## src/rtl/tdiv_pkg.sv

```systemverilog
package tdiv_pkg;

    localparam int CAUSE_W = 5;

    typedef logic [CAUSE_W-1:0] cause_t;

    localparam cause_t CAUSE_DIV_ZERO = cause_t'(5);

    typedef struct packed {
        logic dz;     // divisor was zero
        logic raise;  // trap must be requested
    } fault_t;

    function automatic fault_t judge_fault(input logic b_zero,
                                           input logic exc_en,
                                           input logic mask);
        fault_t f;
        f.dz    = b_zero;
        f.raise = b_zero && exc_en && !mask;
        return f;
    endfunction

endpackage

```

## src/rtl/tdiv_operand.sv

```systemverilog
module tdiv_operand #(
    parameter int W = 32
) (
    input  logic [W-1:0] op_a,
    input  logic [W-1:0] op_b,
    input  logic         sgn,
    output logic [W-1:0] mag_a,
    output logic [W-1:0] mag_b,
    output logic         neg_q,
    output logic         b_zero
);
    logic a_neg, b_neg;

    always_comb begin
        a_neg  = sgn && op_a[W-1];
        b_neg  = sgn && op_b[W-1];
        mag_a  = a_neg ? (~op_a + 1'b1) : op_a;
        mag_b  = b_neg ? (~op_b + 1'b1) : op_b;
        neg_q  = a_neg ^ b_neg;
        b_zero = (op_b == '0);
    end
endmodule

```

## src/rtl/tdiv_engine.sv

```systemverilog
module tdiv_engine #(
    parameter int W = 32
) (
    input  logic         clk,
    input  logic         rst,
    input  logic         load,
    input  logic         zero,
    input  logic [W-1:0] mag_a,
    input  logic [W-1:0] mag_b,
    input  logic         neg_q,
    output logic         busy,
    output logic         fin,
    output logic [W-1:0] quot
);
    localparam int CW = $clog2(W + 1);

    logic [W-1:0]  rem_q, acc_q, dvs_q;
    logic          neg_r;
    logic [CW-1:0] cnt_q;

    logic [W:0]   shifted, diff;
    logic         fits;
    logic [W-1:0] rem_nx, acc_nx, signed_res;

    always_comb begin
        shifted    = {rem_q, acc_q[W-1]};
        fits       = shifted >= {1'b0, dvs_q};
        diff       = shifted - {1'b0, dvs_q};
        rem_nx     = fits ? diff[W-1:0] : shifted[W-1:0];
        acc_nx     = {acc_q[W-2:0], fits};
        signed_res = neg_r ? (~acc_nx + 1'b1) : acc_nx;
    end

    assign busy = (cnt_q != '0);

    always_ff @(posedge clk) begin
        if (rst) begin
            rem_q <= '0;
            acc_q <= '0;
            dvs_q <= '0;
            neg_r <= 1'b0;
            cnt_q <= '0;
            fin   <= 1'b0;
            quot  <= '0;
        end else begin
            fin <= 1'b0;
            if (busy) begin
                rem_q <= rem_nx;
                acc_q <= acc_nx;
                cnt_q <= cnt_q - 1'b1;
                if (cnt_q == CW'(1)) begin
                    fin  <= 1'b1;
                    quot <= signed_res;
                end
            end else if (load) begin
                if (zero) begin
                    quot <= '0;
                    fin  <= 1'b1;
                end else begin
                    rem_q <= '0;
                    acc_q <= mag_a;
                    dvs_q <= mag_b;
                    neg_r <= neg_q;
                    cnt_q <= CW'(W);
                end
            end
        end
    end

    AST_ZERO_FAST: assert property (@(posedge clk) disable iff (rst)
        (load && zero && !busy) |=> (fin && quot == '0));
    AST_QUOT_HOLD: assert property (@(posedge clk) disable iff (rst)
        !fin |-> $stable(quot));
    AST_LOAD_IDLE: assert property (@(posedge clk) disable iff (rst)
        load |-> !busy);
endmodule

```

## src/rtl/tdiv_fault.sv

```systemverilog
module tdiv_fault
    import tdiv_pkg::*;
(
    input  logic   clk,
    input  logic   rst,
    input  logic   accept,
    input  logic   b_zero,
    input  logic   exc_en,
    input  logic   mask,
    output logic   dz_flag,
    output logic   exc_req,
    output cause_t exc_cause
);
    fault_t verdict;

    always_comb verdict = judge_fault(b_zero, exc_en, mask);

    always_ff @(posedge clk) begin
        if (rst) begin
            dz_flag   <= 1'b0;
            exc_req   <= 1'b0;
            exc_cause <= '0;
        end else begin
            exc_req <= 1'b0;
            if (accept) begin
                dz_flag <= verdict.dz;
                if (verdict.raise) begin
                    exc_req   <= 1'b1;
                    exc_cause <= CAUSE_DIV_ZERO;
                end
            end
        end
    end

    AST_EXC_NEEDS_DZ: assert property (@(posedge clk) disable iff (rst)
        exc_req |-> dz_flag);
    AST_EXC_CAUSE: assert property (@(posedge clk) disable iff (rst)
        exc_req |-> (exc_cause == CAUSE_DIV_ZERO));
    AST_NONZERO_CLEARS: assert property (@(posedge clk) disable iff (rst)
        (accept && !b_zero) |=> (!dz_flag && !exc_req));
    AST_CAUSE_HOLD: assert property (@(posedge clk) disable iff (rst)
        !exc_req |-> $stable(exc_cause));
endmodule

```

## src/rtl/trapping_divider.sv

```systemverilog
module trapping_divider
    import tdiv_pkg::*;
#(
    parameter int W = 32
) (
    input  logic               clk,
    input  logic               rst,
    input  logic               start,
    input  logic [W-1:0]       dividend,
    input  logic [W-1:0]       divisor,
    input  logic               is_signed,
    input  logic               exc_enable,
    input  logic               dz_exc_mask,
    output logic [W-1:0]       quotient,
    output logic               done,
    output logic               dz_flag,
    output logic               exc_req,
    output logic [CAUSE_W-1:0] exc_cause
);
    logic [W-1:0] mag_a, mag_b;
    logic         neg_q, b_zero, busy, accept;
    cause_t       cause_w;

    assign accept    = start && !busy;
    assign exc_cause = cause_w;

    tdiv_operand #(.W(W)) u_operand (
        .op_a   (dividend),
        .op_b   (divisor),
        .sgn    (is_signed),
        .mag_a  (mag_a),
        .mag_b  (mag_b),
        .neg_q  (neg_q),
        .b_zero (b_zero)
    );

    tdiv_engine #(.W(W)) u_engine (
        .clk   (clk),
        .rst   (rst),
        .load  (accept),
        .zero  (b_zero),
        .mag_a (mag_a),
        .mag_b (mag_b),
        .neg_q (neg_q),
        .busy  (busy),
        .fin   (done),
        .quot  (quotient)
    );

    tdiv_fault u_fault (
        .clk       (clk),
        .rst       (rst),
        .accept    (accept),
        .b_zero    (b_zero),
        .exc_en    (exc_enable),
        .mask      (dz_exc_mask),
        .dz_flag   (dz_flag),
        .exc_req   (exc_req),
        .exc_cause (cause_w)
    );

    AST_EXC_WITH_DONE: assert property (@(posedge clk) disable iff (rst)
        exc_req |-> done);
endmodule

```

## config.mk

```make
export PLATFORM = sky130hd
export DESIGN_NAME = trapping_divider
export DESIGN_NICKNAME = d
export VERILOG_FILES = /design/src/rtl/tdiv_pkg.sv /design/src/rtl/tdiv_operand.sv /design/src/rtl/tdiv_engine.sv /design/src/rtl/tdiv_fault.sv /design/src/rtl/trapping_divider.sv
export SDC_FILE = /design/constraint.sdc
export NUM_CORES = 1
export LEC_CHECK = 0
export BUFFER_PORTS_ARGS = -buffer_cell sky130_fd_sc_hd__buf_2
export CAP_MARGIN = 25
export CORE_MARGIN = 10
export CORE_UTILIZATION = 45
export DETAILED_ROUTE_END_ITERATION = 7
export GPL_ROUTABILITY_DRIVEN = 0
export GPL_TIMING_DRIVEN = 0
export HOLD_SLACK_MARGIN = 0.02
export PLACE_DENSITY = 0.61
export SLEW_MARGIN = 20
export SYNTH_ARGS = -nofsm -noshare
export SYNTH_HDL_FRONTEND = slang
export SYNTH_SLANG_ARGS = --single-unit
```

## constraint.sdc

```tcl
create_clock -name clk -period 8.6 [get_ports clk]
set_input_delay 0.43 -clock clk [delete_from_list [all_inputs] [get_ports clk]]
set_output_delay 0.43 -clock clk [all_outputs]
set_load 0.05 [all_outputs]
```

==> summary.md <==
| Metric | Value |
|---|---|
| Setup Viol. Count Final | 0 |
| Initial antenna violation count | 0 |
| Clk Latency, worst-skew pair | 430 ps |
| M3 GR Usage | 4.270% |
| Core region area | 0.01953 mm2 |
| Post-synth EDFFs | 0 |
| First-pass GRT wire length | 45,090 um |
| Comb pwr share | 59.2% |
| Overall Global Routing Usage | 21.55% |
| Area grow syn2layout | 16.10% |
| Post CTS Setup Buffer Count | 0 |
| Relative slew slack | 38.20% |
| Mapped cell area | 0.008986 mm2 |
| Worst Setup Path Type | flop to flop |
| CP max FO | 10 |
| Max frequency | 204.7 MHz |
| Final min period | 4884 ps |
| Layout cells sized above 1 | 14.72% |
| Final HPWL DP | 22,530 um |
| Non-Filler Instances | 1,522 |
| Hold crit path type | input pin to flop |
| P_leak | 4.145 nW |
| Antenna-violating nets left | 0 |
| Post_cts resized | 0 |
| Multi-input logic area | 0.005695 mm2 |
| Clock root buffer | clkbuf_16 |
| Cell internal pwr | 2.194 mW |
| Per-cell routed wire length | 18.89 um |
| DR vias | 8,607 |
| Async SR Flop Fraction | 0% |
| # nets final | 1,353 |
| PortBufs | 106 |
| Register area share after synthesis | 30.97% |
| Top cell type's share of synthesized area | 30.97% |
| CTS tree | done |
| Unrepaired setup endpoints after global routing | no |
| Drt pass-1 iters | 5 |
| Worst clock skew | 13.70 ps |
| Register share of total power | 23.1% |
| Syn avg cell area | 8.045 um2 |
| Crit path DAT | 5180 ps |
| Met2 global-route usage | 34.87% |
| CTS H-tree lvls | 4 |
| Post-synth cell types | 73 |
| Type of origin of the critical path | flop |
| GR Util met1 | 28.78% |
| Die W | 161.3 um |
| Clock power share | 17.7% |
| Starting Density | 46.02% |
| CP max stage delay | 580 ps |
| Main flop type after synthesis | dfxtp_1 |
| Max clock buf depth | 2 |
| Pin count of the biggest net entering global routing | 17 |
| DR iter-0 viols | 735 |
| # IOs | 110 |
| Routed WL | 28,740 um |
| PD cells | 397.9 mW/mm2 |
| Placed insts | 1,490 |
| Yosys warns | 0 |
| Commonest cells post-synth | 139 x dfxtp_1, 120 x nor2_1, 95 x nand2_1, 76 x a21oi_1, 69 x xnor2_1 |
| Cell Chain, Critical Path | inv_1, ha_1, nor2b_1, o31a_1, o311ai_1, a21oi_1, a211oi_2, o21ai_1, clkbuf_1, inv_1, ha_1, nand3_1, o31ai_1, xnor2_1, a22oi_1, nor2_1 |
| CP max-delay cell | a211oi_2 |
| Antenna Cells | 0 |
| Share of the clock period used by the worst path | 56.79% |
| VDD IR max | 0.0001865 V |
| Vias per cell | 5.655 |
| Die Span Y | 161.3 um |
| Die footprint | 0.02602 mm2 |
| Final Slew Violations | 0 |
| Num CTS Buffers | 17 |
| Sequential Area | 0.002783 mm2 |
| Largest delay share family, worst path | compound AO/OA/AOI/OAI gates |
| # fillers | 1,917 |
| Bufs and invs on worst path | 3 |
| Worst Setup End Kind | flop |
| Most area-hungry cell type in the Yosys netlist | dfxtp_1 |
| Row cnt | 51 |
| Most Used Layer, Global Route | met2 |
| Fin util | 53.43% |
| Status | finished clean |
| Setup_tns | 0 ps |
| Sw Pwr | 1.957 mW |
| Post-Synthesis Cells | 1,117 |
| Top-count cell post-synth | dfxtp_1 |
| Global route overflow | 0 |
| Total power | 4.151 mW |
| Final Hold Vio Count | 0 |
| Slew @ Worst Pin | 927.0 ps |
| Flops & latches, synth | 139 |
| Sw frac | 47.14% |
| Vias in the first global route | 8,147 |
| Clock Sinks | 139 |
| Clk pin slew, worst setup/hold paths | 70 ps |
| DRC viols | 0 |
| Synth area leaders | dfxtp_1 31%, xnor2_1 6.7%, ha_1 5.3% |
| Hold_buf cts | 0 |
| Worst Path Required | 8900 ps |
| Max Cap Viol | 0 |
kinds of logic (layout without fill, tap and decap cells):
| group | after synthesis | after routing | share of synthesized area [%] |
|---|---|---|---|
| AOI/OAI and AO/OA | 345 | 345 | 26.23 |
| muxes | 19 | 19 | 2.158 |
| adders and majority gates | 39 | 39 | 5.514 |
| DFF | 139 | 139 | 30.97 |
| and+or+nand+nor | 341 | 341 | 18.24 |
| other | 1 | 3 | 0.04173 |
| xor gates and xnor gates | 114 | 114 | 11.11 |
| buffers and inverters | 119 | 257 | 5.737 |
per-layer routing:
metal	share of wire (%)	up-vias
li1	-	4283
met1	46	4013
met2	46	284
met3	6.5	27
met4	1.4	0
met5	0	-
final timing paths:
path	from	cells past startpoint	to	slack (ps)
setup reg to reg	u_engine.dvs_q[1]	16	u_engine.quot[22]	3720
hold reg to reg	u_engine.dvs_q[31]	2	u_engine.dvs_q[31]	460
setup / recovery	u_engine.dvs_q[1]	16	u_engine.quot[22]	3720
hold / removal	divisor[0]	3	u_engine.dvs_q[0]	290
sequential cells by signal, summed over array words and instances (netlist names), 6 cells and up:
name / count
u_engine.dvs_q: 32
u_engine.rem_q: 32
u_engine.quot: 32
u_engine.cnt_q: 6
u_engine.acc_q: 32
stage by stage:
stage	setup slack [ps]	hold WS [ps]	instance area [um2]
floorplan	5015	431.9	8994
global placement	3807	445.2	9856
detailed placement	3768	446.9	9856
CTS	3760	279.8	10430
global route	3353	317.4	10430
finish	3716	290.6	10430
cells in the final DEF (no fill, tap or decap), types with 10 or more instances in the layout:
master / n
a21o_1: 15
nor2_1: 120
xor2_1: 45
xnor2_1: 69
buf_2: 116
a211oi_1: 38
a22oi_1: 19
inv_1: 51
nor3_1: 16
clkbuf_1: 43
nand3_1: 20
mux2i_1: 16
o41ai_1: 10
a21oi_1: 76
o21ai_0: 51
o31ai_1: 27
nand2_1: 95
or4_1: 11
a22o_1: 26
dfxtp_1: 139
o211ai_1: 18
or3_1: 16
nor4_1: 12
clkbuf_16: 17
o21ai_1: 14
ha_1: 38
final cells by class:
cell class                      count  area share, %
Multi-Input combinational cell    861          54.59
Clock buffer                       17          4.078
Tap cell                          265          3.178
Inverter                           51          1.835
Buffer                             68          3.106
Timing Repair Buffer              106          5.085
Clock inverter                     15          1.451
Sequential cell                   139          26.67
power groups by stage:
stage	logic [mW]	registers (mW)	clock network, mW
after global routing	2.72	0.977	0.770
after floorplan	1.83	0.953	0
after global placement	2.40	0.965	0
after detailed placement	2.42	0.967	0
after CTS	2.44	0.953	0.742
final	2.46	0.957	0.736
tightest hold or removal path: cells and delay by family:
kind / cells / cell delay [ps]
buffers and inverters: 1 / 130
AND/OR/NAND/NOR: 1 / 60
AO/OA/AOI/OAI: 1 / 50
Power figures use the tool's default switching activity.
